--- src/rtl/irq_dispatch_pkg.sv ---
`timescale 1ns/1ps
package irq_dispatch_pkg;
  localparam int LVL_W   = 3;   // pending level 0..7
  localparam int CUR_W   = 4;   // status-word level field width
  localparam int PS_EXCM = 4;   // exception-mode bit
  localparam int PS_UM   = 5;   // user-mode bit
  localparam int CAUSE_W = 6;
  localparam logic [CAUSE_W-1:0] CAUSE_LVL1 = 6'd4;

  typedef enum logic [1:0] {
    VEC_LEVEL  = 2'd0,
    VEC_KERNEL = 2'd1,
    VEC_USER   = 2'd2,
    VEC_DOUBLE = 2'd3
  } vecSel_e;

  typedef struct packed {
    logic             take;
    logic             highLvl;
    logic             toDepc;
    logic [LVL_W-1:0] level;
    vecSel_e          vecSel;
  } dispCmd_t;
endpackage

--- src/rtl/irq_dispatch_ctrl.sv ---
`timescale 1ns/1ps
module irq_dispatch_ctrl
  import irq_dispatch_pkg::*;
#(
  parameter int NLEVEL   = 7,
  parameter int IW       = 32,
  parameter int HAS_DEPC = 1
) (
  input  logic                 clk,
  input  logic                 rstN,
  input  logic [LVL_W-1:0]     pendLevel,
  input  logic [CUR_W-1:0]     curLevel,
  input  logic [IW-1:0]        intSet,
  input  logic [IW-1:0]        intEnable,
  input  logic [NLEVEL*IW-1:0] levelMask,
  input  logic                 psExcm,
  input  logic                 psUm,
  output dispCmd_t             cmd
);
  logic [IW-1:0] maskSel;
  logic          aboveCur;
  logic          withinCfg;
  logic          lineHit;

  // select the mask row of the pending level; rows beyond NLEVEL read as zero
  always_comb begin
    maskSel = '0;
    for (int l = 1; l <= NLEVEL; l++) begin
      if (pendLevel == LVL_W'(l)) maskSel = levelMask[(l-1)*IW +: IW];
    end
  end

  assign aboveCur  = {1'b0, pendLevel} > curLevel;
  assign withinCfg = int'(pendLevel) <= NLEVEL;
  assign lineHit   = |(maskSel & intSet & intEnable);

  always_comb begin
    cmd.take    = aboveCur && withinCfg && lineHit;
    cmd.highLvl = pendLevel > LVL_W'(1);
    cmd.level   = pendLevel;
    cmd.toDepc  = (HAS_DEPC != 0) && psExcm && !cmd.highLvl;
    if (cmd.highLvl)  cmd.vecSel = VEC_LEVEL;
    else if (psExcm)  cmd.vecSel = VEC_DOUBLE;
    else if (psUm)    cmd.vecSel = VEC_USER;
    else              cmd.vecSel = VEC_KERNEL;
  end

  // an accepted request always names a real level above the current one
  p_take_level_r1: assert property (@(posedge clk) disable iff (!rstN)
    cmd.take |-> (cmd.level != '0) && ({1'b0, cmd.level} > curLevel));

  // level one arriving in exception mode is steered to the double handler
  p_lvl1_double_r5: assert property (@(posedge clk) disable iff (!rstN)
    (cmd.take && !cmd.highLvl && psExcm) |-> (cmd.vecSel == VEC_DOUBLE));
endmodule

--- src/rtl/irq_dispatch_dp.sv ---
`timescale 1ns/1ps
module irq_dispatch_dp
  import irq_dispatch_pkg::*;
#(
  parameter int              NLEVEL         = 7,
  parameter int              AW             = 32,
  parameter int              RELOC          = 1,
  parameter logic [AW-1:0]   RESET_BASE     = '0,
  parameter int unsigned     LVL_VEC_OFS    = 32'h100,
  parameter int unsigned     LVL_VEC_STRIDE = 32'h40,
  parameter int unsigned     KERNEL_OFS     = 32'h300,
  parameter int unsigned     USER_OFS       = 32'h340,
  parameter int unsigned     DOUBLE_OFS     = 32'h3C0
) (
  input  logic                     clk,
  input  logic                     rstN,
  input  dispCmd_t                 cmd,
  input  logic [AW-1:0]            curPc,
  input  logic [AW-1:0]            psIn,
  input  logic [AW-1:0]            vecBase,
  output logic                     takenPulse,
  output logic [AW-1:0]            nextPc,
  output logic [AW-1:0]            nextPs,
  output logic [NLEVEL*AW-1:0]     epcFlat,
  output logic [(NLEVEL-1)*AW-1:0] epsFlat,
  output logic [AW-1:0]            depcOut,
  output logic [CAUSE_W-1:0]       excCause
);
  localparam logic [AW-1:0] EXCM_BIT = AW'(1) << PS_EXCM;

  logic [AW-1:0]   vecRoot;
  logic [AW-1:0]   target;
  logic [AW-1:0]   psNext;
  logic [NLEVEL:1] epcWe;
  logic [NLEVEL:2] epsWe;
  logic [AW-1:0]   epcQ [1:NLEVEL];
  logic [AW-1:0]   epsQ [2:NLEVEL];

  // relocation: configured vector minus reset base plus live base == live base + offset
  generate
    if (RELOC != 0) begin : g_reloc
      assign vecRoot = vecBase;
    end else begin : g_fixed
      assign vecRoot = RESET_BASE;
    end
  endgenerate

  always_comb begin
    unique case (cmd.vecSel)
      VEC_LEVEL:  target = vecRoot + AW'(LVL_VEC_OFS) + AW'(LVL_VEC_STRIDE) * AW'(cmd.level);
      VEC_KERNEL: target = vecRoot + AW'(KERNEL_OFS);
      VEC_USER:   target = vecRoot + AW'(USER_OFS);
      default:    target = vecRoot + AW'(DOUBLE_OFS);
    endcase
  end

  always_comb begin
    if (cmd.highLvl) psNext = {psIn[AW-1:CUR_W], CUR_W'(cmd.level)} | EXCM_BIT;
    else             psNext = psIn | EXCM_BIT;
  end

  always_comb begin
    epcWe = '0;
    for (int s = 1; s <= NLEVEL; s++) begin
      epcWe[s] = cmd.take && ((cmd.highLvl && cmd.level == LVL_W'(s)) ||
                              (s == 1 && !cmd.highLvl && !cmd.toDepc));
    end
    epsWe = '0;
    for (int s = 2; s <= NLEVEL; s++) begin
      epsWe[s] = cmd.take && cmd.highLvl && cmd.level == LVL_W'(s);
    end
  end

  always_ff @(posedge clk or negedge rstN) begin
    if (!rstN) begin
      takenPulse <= 1'b0;
      nextPc     <= '0;
      nextPs     <= '0;
      depcOut    <= '0;
      excCause   <= '0;
      for (int s = 1; s <= NLEVEL; s++) epcQ[s] <= '0;
      for (int s = 2; s <= NLEVEL; s++) epsQ[s] <= '0;
    end else begin
      takenPulse <= cmd.take;
      if (cmd.take) begin
        nextPc <= target;
        nextPs <= psNext;
        if (!cmd.highLvl) excCause <= CAUSE_LVL1;
        if (cmd.toDepc)   depcOut  <= curPc;
      end
      for (int s = 1; s <= NLEVEL; s++) if (epcWe[s]) epcQ[s] <= curPc;
      for (int s = 2; s <= NLEVEL; s++) if (epsWe[s]) epsQ[s] <= psIn;
    end
  end

  generate
    for (genvar s = 1; s <= NLEVEL; s++) begin : g_epc
      assign epcFlat[(s-1)*AW +: AW] = epcQ[s];
    end
    for (genvar s = 2; s <= NLEVEL; s++) begin : g_eps
      assign epsFlat[(s-2)*AW +: AW] = epsQ[s];
    end
  endgenerate

  // a cycle without the strobe follows an edge that changed nothing
  p_quiet_r8: assert property (@(posedge clk) disable iff (!rstN)
    !takenPulse |-> ($stable(nextPc) && $stable(nextPs) && $stable(excCause) && $stable(depcOut)));

  // every accepted interrupt leaves exception mode set
  p_excm_r4: assert property (@(posedge clk) disable iff (!rstN)
    takenPulse |-> nextPs[PS_EXCM]);

  // a high level lands its own number in the level field
  p_high_ps_r3: assert property (@(posedge clk) disable iff (!rstN)
    (cmd.take && cmd.highLvl) |=> (nextPs[CUR_W-1:0] == $past(CUR_W'(cmd.level))));

  // level one records the level-one cause code
  p_cause_r4: assert property (@(posedge clk) disable iff (!rstN)
    (cmd.take && !cmd.highLvl) |=> (excCause == CAUSE_LVL1));

  // a double exception parks the resume address in the double-return register
  p_depc_r5: assert property (@(posedge clk) disable iff (!rstN)
    (cmd.take && cmd.toDepc) |=> (depcOut == $past(curPc)));
endmodule

--- src/rtl/irq_dispatch.sv ---
`timescale 1ns/1ps
module irq_dispatch
  import irq_dispatch_pkg::*;
#(
  parameter int            NLEVEL         = 7,
  parameter int            IW             = 32,
  parameter int            AW             = 32,
  parameter int            HAS_DEPC       = 1,
  parameter int            RELOC          = 1,
  parameter logic [AW-1:0] RESET_BASE     = AW'(32'h4000_0000),
  parameter int unsigned   LVL_VEC_OFS    = 32'h100,
  parameter int unsigned   LVL_VEC_STRIDE = 32'h40,
  parameter int unsigned   KERNEL_OFS     = 32'h300,
  parameter int unsigned   USER_OFS       = 32'h340,
  parameter int unsigned   DOUBLE_OFS     = 32'h3C0
) (
  input  logic                     clk,
  input  logic                     rstN,
  input  logic [LVL_W-1:0]         pendLevel,
  input  logic [CUR_W-1:0]         curLevel,
  input  logic [IW-1:0]            intSet,
  input  logic [IW-1:0]            intEnable,
  input  logic [NLEVEL*IW-1:0]     levelMask,
  input  logic [AW-1:0]            psIn,
  input  logic [AW-1:0]            curPc,
  input  logic [AW-1:0]            vecBase,
  output logic                     takenPulse,
  output logic [AW-1:0]            nextPc,
  output logic [AW-1:0]            nextPs,
  output logic [NLEVEL*AW-1:0]     epcFlat,
  output logic [(NLEVEL-1)*AW-1:0] epsFlat,
  output logic [AW-1:0]            depcOut,
  output logic [CAUSE_W-1:0]       excCause
);
  dispCmd_t cmd;

  irq_dispatch_ctrl #(
    .NLEVEL(NLEVEL), .IW(IW), .HAS_DEPC(HAS_DEPC)
  ) u_ctrl (
    .clk(clk), .rstN(rstN), .pendLevel(pendLevel), .curLevel(curLevel),
    .intSet(intSet), .intEnable(intEnable), .levelMask(levelMask),
    .psExcm(psIn[PS_EXCM]), .psUm(psIn[PS_UM]), .cmd(cmd)
  );

  irq_dispatch_dp #(
    .NLEVEL(NLEVEL), .AW(AW), .RELOC(RELOC), .RESET_BASE(RESET_BASE),
    .LVL_VEC_OFS(LVL_VEC_OFS), .LVL_VEC_STRIDE(LVL_VEC_STRIDE),
    .KERNEL_OFS(KERNEL_OFS), .USER_OFS(USER_OFS), .DOUBLE_OFS(DOUBLE_OFS)
  ) u_dp (
    .clk(clk), .rstN(rstN), .cmd(cmd), .curPc(curPc), .psIn(psIn),
    .vecBase(vecBase), .takenPulse(takenPulse), .nextPc(nextPc),
    .nextPs(nextPs), .epcFlat(epcFlat), .epsFlat(epsFlat),
    .depcOut(depcOut), .excCause(excCause)
  );
endmodule

--- config.mk ---
export PLATFORM = sky130hd
export DESIGN_NAME = irq_dispatch
export DESIGN_NICKNAME = d
export VERILOG_FILES = /design/src/rtl/irq_dispatch_pkg.sv /design/src/rtl/irq_dispatch_ctrl.sv /design/src/rtl/irq_dispatch_dp.sv /design/src/rtl/irq_dispatch.sv
export SDC_FILE = /design/constraint.sdc
export NUM_CORES = 1
export LEC_CHECK = 0
export ABC_AREA = 1
export BUFFER_PORTS_ARGS = -buffer_cell sky130_fd_sc_hd__buf_4
export CORE_AREA = 2 2 360 362
export CTS_BUF_LIST = sky130_fd_sc_hd__clkbuf_16
export DETAILED_ROUTE_END_ITERATION = 10
export DIE_AREA = 0 0 362 364
export SYNTH_ARGS = -nofsm -noshare
export SYNTH_HDL_FRONTEND = slang
export SYNTH_SLANG_ARGS = --single-unit
export TNS_END_PERCENT = 20
--- constraint.sdc ---
create_clock -name clk -period 1.1 [get_ports clk]
set_input_delay 0.165 -clock clk [delete_from_list [all_inputs] [get_ports clk]]
set_output_delay 0.165 -clock clk [all_outputs]
set_load 0.01 [all_outputs]
==> metrics.md, run 1 <==
| Metric | Value |
|---|---|
| FF-to-FF setup slack | `0.34 ns` |
| Pre-antenna DRT Iters | `5` |
| Clock transition at path regs | `0.06 ns` |
| Die Ht | `364 um` |
| Unrepaired setup endpoints after global routing | `yes` |
| Largest net degree at the start of global routing | `66` |
| Synth Register Bits | `514` |
| Initial antenna violation count | `23` |
| Final Net Count | `4725` |
| DRT antenna net count | `0` |
| Async set or reset register ratio after synthesis | `1.00` |
| Area growth syn-to-layout | `62.6%` |
| Util after Layout | `0.324` |
| Num rows | `132` |
| Crit end category | `flop` |
| Clock Path Buffers | `3` |
| Via count | `29.4k` |
| Die X-Extent | `362 um` |
| Die area | `132000 sq um` |
| Syn. warnings | `0` |
| Final Hold Viols | `0` |
| Final hold slack | `0.0303 ns` |
| Dpl cell area | `36200 sq um` |
| Core area | `128000 sq um` |
| Yosys top cell area share | `0.503` |
| DRC violations left | `0` |
| Reported max-cap violation count | `0` |
| Number of synthesized flops with an enable pin | `0` |
| Clk_lat worst skew | `0.65 ns` |
| Starting Density | `0.199` |
| Final worst setup slack | `-1.08 ns` |
| Failing checks | `negative setup slack` |
| Cell taking the most area after synthesis | `dfrtp_1` |
| Worst Skew | `0 ns` |
| Setup crit start kind | `input port` |
| Cell Area, Synth | `25600 sq um` |
| Io pins | `912` |
| CTS buffer count | `60` |
| Vias in the first global route | `27.8k` |
| Tcrit/Tclk final | `1.98` |
| Crit Path Category | `in2reg` |
| Port Buffers | `906` |
| Post-Synthesis Cells | `3175` |
| Avg Vias per Cell | `4.86` |
| Crit-path max cell delay | `0.21 ns` |
| WL/cell | `25.0 um` |
| Worst vdd ir | `0.00128 V` |
| Outcome | `complete, but fails checks` |
| Final GP Congestion | `0.943` |
| Synth Flop Type | `dfrtp_1` |
| WP buf/inv | `7` |
| Power, Total | `0.0740 W` |
| CP Cell Sequence | `buf_6 > nand3_4 > buf_4 > buf_16 > nand3_1 > nand2_2 > nand4_1 > nand2_1 > nand2_1 > nor2_2 > nand2_2 > nor2_4 > nand2_8 > buf_12 > buf_12 > buf_12 > clkbuf_16 > nand4_1 > nand2_1` |
| Distinct cells, synth | `44` |
| Setup violations, final | `1028` |
| Arr. time, crit path | `2.71 ns` |
| Slew Limit Fails | `0` |
| Drt total wl | `151000 um` |
| P_leak | `21.4 nW` |
| Root buf cell | `clkbuf_16` |
| Layout cell share with drive strength beyond 1 | `0.360` |
| CP required | `1.63 ns` |
| Most frequent cells after synthesis | `1295 x nand2_1, 514 x dfrtp_1, 511 x nand4_1, 122 x nor2_1, 103 x nand3_1` |
| Setup_tns | `-642.13 ns` |
| Mean Syn Cell Area | `8.05 sq um` |
| First-pass GRT wire length | `199000 um` |
| H-tree levels | `2` |
| Least-Margin Pin Slew | `0.960 ns` |
| Grt ovf | `0` |
| Synth top area cells | `dfrtp_1 50%, nand2_1 19%, nand4_1 13%, buf_6 2.2%, nand3_1 2.0%` |
| DR iter-0 viols | `3146` |
| Sink Count | `514` |
| Final Cell Area | `41600 sq um` |
| Fmax | `459 MHz` |
| HP Class | `in2reg` |
| Crit-path max FO | `16` |
| Slowest cell on crit path | `nand3_4` |
| FILL cells | `13.2k` |
| Final min period | `2.18 ns` |
| Hpwl dp | `103000 um` |
| Total track usage | `0.205` |
| Count leader, synth | `nand2_1` |
| CTS tree | `built` |
| CP delay by family, top | `simple AND/OR/NAND/NOR gates` |
| Relative slew margins | `0.360` |
| P per Cell Area | `1780 nW/um^2` |
| Sequential element share of the synthesized area | `0.503` |
## per-stage QoR
step,cells,setup WS (ns)
global route,6049,-1.13
finish,6051,-1.08
detailed placement,5762,-1.84
CTS,5994,-0.970
floorplan,3179,-1.26
global placement,5762,-1.83
## state kept, by name, indices dropped and copies added, names as in the netlist
name,cells
u_dp.takenPulse,1
u_dp.nextPc,32
u_dp.epsFlat,192
u_dp.depcOut,32
u_dp.nextPs,32
u_dp.excCause,1
u_dp.epcFlat,224
## per-layer routing
layer / track usage / vias up / wire length (um)
li1: - / 13000 / -
met1: 0.254 / 14300 / 59200
met2: 0.336 / 1761 / 70400
met3: 0.0384 / 365 / 12500
met4: 0.113 / 4 / 9140
met5: 0 / - / 33
## report_power, final
group / internal [W] / switching, W / leakage (nW)
combinational: 0.0124 / 0.0138 / 13.9
sequential: 0.0244 / 0.00399 / 6.54
clock: 0.0108 / 0.00867 / 0.961
total: 0.0475 / 0.0264 / 21.4
## what timing repair did
item	in CTS	in global routing
gates cloned	24	37
hold buffers	71	0
setup buffers	26	25
resized for setup	128	161
endpoints found under the setup margin	1028	1028
hold endpoints to repair	979	0
pin swaps	14	39
## worst min-delay path: stages
cell	delay, ns
buf_12	0.09
buf_6	0.15
a21oi_1	0.07
o21ai_2	0.13
## cell families after synthesis
| logic type | after synthesis | synth area share |
|---|---|---|
| xor gates and xnor gates | 19 | 0.00651 |
| adders and majority gates | 13 | 0.00695 |
| other | 1 | 0.000147 |
| AOI/OAI and AO/OA | 159 | 0.0364 |
| and+or+nand+nor | 2094 | 0.370 |
| DFF | 514 | 0.503 |
| buffers and inverters | 375 | 0.0769 |
## layout make-up
class                           instances  area, sq um  share of cell area
Timing Repair Buffer                 1372        12900               0.311
Sequential cell                       514        12900               0.309
Multi-Input combinational cell       2290        11500               0.276
Tap cell                             1675         2100              0.0504
Clock buffer                           61         1530              0.0367
Clock inverter                         50          347             0.00834
Inverter                               81          330             0.00794
Antenna cell                            8         20.0            0.000481
## worst paths after layout
kind,startpoint,end,cells after the start
setup / recovery,pendLevel[0],u_dp.epcFlat[194],19
hold / removal,pendLevel[2],u_dp.nextPs[2],4
setup reg to reg,u_dp.nextPs[1],u_dp.nextPs[1],2
hold reg to reg,u_dp.epsFlat[138],u_dp.epsFlat[138],2
max in group asynchronous,rstN,u_dp.depcOut[6],3
min in group asynchronous,rstN,u_dp.depcOut[9],3
## cell usage in the layout (no fill, tap or decap), types with 5 or more instances in the layout
| master | n |
|---|---|
| nand2_1 | 1184 |
| buf_4 | 1119 |
| dfrtp_1 | 514 |
| nand4_1 | 511 |
| nor2_1 | 111 |
| nand3_1 | 100 |
| buf_12 | 97 |
| nand2_2 | 90 |
| clkbuf_16 | 89 |
| inv_1 | 85 |
| dlygate4sd3_1 | 71 |
| a21oi_1 | 51 |
| o21ai_0 | 36 |
| buf_16 | 28 |
| o211ai_1 | 24 |
| nand2_4 | 21 |
| or2_0 | 20 |
| buf_6 | 20 |
| clkinv_1 | 17 |
| xor2_1 | 17 |
| o21ai_2 | 16 |
| nor2_4 | 10 |
| nand3_4 | 10 |
| nor3_1 | 10 |
| clkinv_2 | 9 |
| diode_2 | 8 |
| or2_2 | 8 |
| o21ai_1 | 8 |
| ha_1 | 7 |
| buf_8 | 7 |
| nor2_2 | 6 |
| conb_1 | 5 |
Note: power is estimated with default switching activity, not from simulation.
==> inputs of run 2 (changes only) <==
- SKIP_CTS_REPAIR_TIMING: not set -> 1
- SLEW_MARGIN: not set -> 20
==> run 2 against run 1 <==
Compared with the run above: the run still ends with negative setup slack left; routed wire length is 0.50% lower; register-to-register slack hardly changed; clock skew stayed put; first-iteration DRC count is 2.6% lower; fmax is 3.0% higher; combinational power is 2% lower; design area is 0.45% lower; hold slack better by 0.028 ns; sequential share of layout area is 0.14 points higher; clock power hardly changed; critical path type unchanged; largest power group unchanged.
==> metrics.md, run 2 (synthesized netlist as in run 1, its figures left out) <==
| Metric | Value |
|---|---|
| Outcome | `complete, but fails checks` |
| Failing checks | `negative setup slack` |
| First-pass GRT wire length | `191000 um (-4.2%)` |
| Internal power | `0.0473 W (-0.41%)` |
| Sink Count | `514 (unchanged)` |
| Crit end category | `flop` |
| Starting Density | `0.199 (unchanged)` |
| Switch share | `0.356 (-0.00147)` |
| Tcrit/Tclk final | `1.92 (-0.0582)` |
| Clock transition at path regs | `0.06 ns (about the same)` |
| Fmax | `472 MHz (+3.0%)` |
| Worst R2R End | `u_dp.nextPs[1]` |
| CTS buffer count | `60 (unchanged)` |
| Setup crit start kind | `input port` |
| Reported max-cap violation count | `0 (unchanged)` |
| DRT antenna net count | `0 (unchanged)` |
| Layout cell share with drive strength beyond 1 | `0.353 (-0.00689)` |
| DRC violations left | `0 (unchanged)` |
| Commonest cells after routing, fill and taps aside | `1213 x nand2_1, 1130 x buf_4, 514 x dfrtp_1` |
| Part of the power in combinational logic | `0.350 (-0.004)` |
| Final Net Count | `4731 (+0.13%)` |
| Crit Path Category | `in2reg` |
| Sequential share of power | `0.386 (+0.002)` |
| Largest net degree at the start of global routing | `107 (+62%)` |
| CTS tree | `built` |
| Grt ovf | `0 (unchanged)` |
| Crit path to | `u_dp.epcFlat[108]` |
| Core area | `128000 sq um (unchanged)` |
| R2R Path Start | `u_dp.nextPs[1]` |
| Via count | `29.2k (-0.55%)` |
| Worst Skew | `0 ns (unchanged)` |
| Setup violations, final | `1028 (unchanged)` |
| P per Cell Area | `1780 nW/um^2 (-0.19%)` |
| Total track usage | `0.196 (-0.00912)` |
| Clk_lat worst skew | `0.65 ns (about the same)` |
| Port Buffers | `906 (unchanged)` |
| Avg Vias per Cell | `4.83 (-0.65%)` |
| Unrepaired setup endpoints after global routing | `yes` |
| Num rows | `132 (unchanged)` |
| Arr. time, crit path | `2.66 ns (-0.05 ns)` |
| Final Hold Viols | `0 (unchanged)` |
| P_leak | `21.3 nW (-0.18%)` |
| Vias in the first global route | `26.7k (-3.9%)` |
| H-tree levels | `2 (unchanged)` |
| Relative slew margins | `0.203 (-0.157)` |
| Largest register FFs | `224 (unchanged)` |
| Slew Limit Fails | `0 (unchanged)` |
| Final non-filler cell total | `6057 (+0.099%)` |
| DR iter-0 viols | `3063 (-2.6%)` |
| Crit-path max FO | `53 (+37)` |
| Crit. Startpoint | `pendLevel[1]` |
| Die area | `132000 sq um (unchanged)` |
| Setup_tns | `-611.53 ns (+30.59 ns)` |
| Initial antenna violation count | `23 (unchanged)` |
| Sw Pwr | `0.0262 W (-1.0%)` |
| Final Cell Area | `41400 sq um (-0.45%)` |
| HP Class | `in2reg` |
| Hpwl dp | `103000 um (unchanged)` |
| # placed instances | `5762 (unchanged)` |
| Clock Path Buffers | `3 (unchanged)` |
| Io pins | `912 (unchanged)` |
| FF-to-FF setup slack | `0.34 ns (about the same)` |
| FILL cells | `13.3k (+0.32%)` |
| Pre-antenna DRT Iters | `5 (unchanged)` |
| Root buf cell | `clkbuf_16` |
| Area growth syn-to-layout | `61.9%` |
| Worst vdd ir | `0.00126 V (-1.1%)` |
| Final min period | `2.12 ns (-0.0640 ns)` |
| WL/cell | `24.8 um (-0.60%)` |
| Final GP Congestion | `0.943 (unchanged)` |
| Final worst setup slack | `-1.02 ns (+0.0640 ns)` |
| Dpl cell area | `36200 sq um (unchanged)` |
| CP required | `1.65 ns (+0.02 ns)` |
| Commonest non-fill, non-tap cell in the layout | `nand2_1` |
| R2R depth | `2 (unchanged)` |
| Die Ht | `364 um (unchanged)` |
| Die X-Extent | `362 um (unchanged)` |
| Drt total wl | `150000 um (-0.50%)` |
| Power share of the clock group | `0.264 (about the same)` |
| Final hold slack | `0.0582 ns (+0.0279 ns)` |
| Least-Margin Pin Slew | `1.20 ns (+0.236 ns)` |
[run 2: cell count changes in the layout (fill, tap and decap cells not counted), moves of 11 or more]
cell,delta
nand2_2,-33
nand2_1,+29
buf_16,-15
o21ai_2,-14
clkbuf_16,+12
buf_4,+11
[run 2: critical path, stage by stage]
cell and delay (ns):
buf_8 0.12, buf_12 0.12, nor2_4 0.03, buf_4 0.14, buf_12 0.14, nand3_1 0.08
nand3_2 0.14, nand2_1 0.16, nand4_1 0.14, nand2_1 0.09, nand2_1 0.07, nor2_2 0.13
nand2_2 0.08, nor2_4 0.14, nand2_8 0.09, buf_12 0.14, clkbuf_16 0.17, clkbuf_16 0.24
nand4_1 0.14, nand2_1 0.07
[run 2: per-stage QoR]
step	util	total power (W)	setup slack, ns
after floorplan	-	0.0367	-1.26
after global placement	0.282	0.0522	-1.83
after detailed placement	0.282	0.0526	-1.84
after CTS	0.297	0.0721	-1.14
after global routing	0.323	0.0770	-1.07
final	0.323	0.0735	-1.02
[run 2: final cells by class]
cell class	instances	area (sq um)	area share
Sequential cell	514	12900	0.311
Timing Repair Buffer	1378	12800	0.309
Clock inverter	50	347	0.00837
Antenna cell	8	20.0	0.000484
Tap cell	1675	2100	0.0506
Multi-Input combinational cell	2290	11400	0.276
Clock buffer	61	1530	0.0369
Inverter	81	317	0.00765
[run 2: power groups by stage]
stage                     Combinational, W  Clock, W  Sequential, W
final                               0.0258    0.0194         0.0284
after global routing                0.0276    0.0205         0.0289
after CTS                           0.0243    0.0197         0.0281
after global placement              0.0240         0         0.0282
after detailed placement            0.0243         0         0.0283
after floorplan                    0.00658         0         0.0302
[run 2: how the worst min path moves through the flow]
| stage | from | endpoint | slack [ns] | cells past startpoint |
|---|---|---|---|---|
| 2_1_floorplan | rstN | u_dp.depcOut[0] | -0.13 | 0 |
| 6_report | curLevel[3] | u_dp.epsFlat[96] | 0.06 | 5 |
| 3_5_place_dp | rstN | u_dp.epcFlat[163] | 0.04 | 1 |
| 3_3_place_gp | rstN | u_dp.depcOut[6] | 0.04 | 1 |
| 5_1_grt | curLevel[3] | u_dp.epsFlat[96] | 0.03 | 5 |
| 4_1_cts | rstN | u_dp.epcFlat[163] | -0.67 | 1 |
[run 2: layer usage]
layer  vias up  wire length, um  global-route usage  part of all wire
li1      13000                -                   -                 -
met1     14300            59900               0.241              0.40
met2      1647            70300               0.328              0.47
met4         4             8270              0.0973             0.055
met3       315            11900              0.0382             0.079
met5         -               33                   0           0.00022
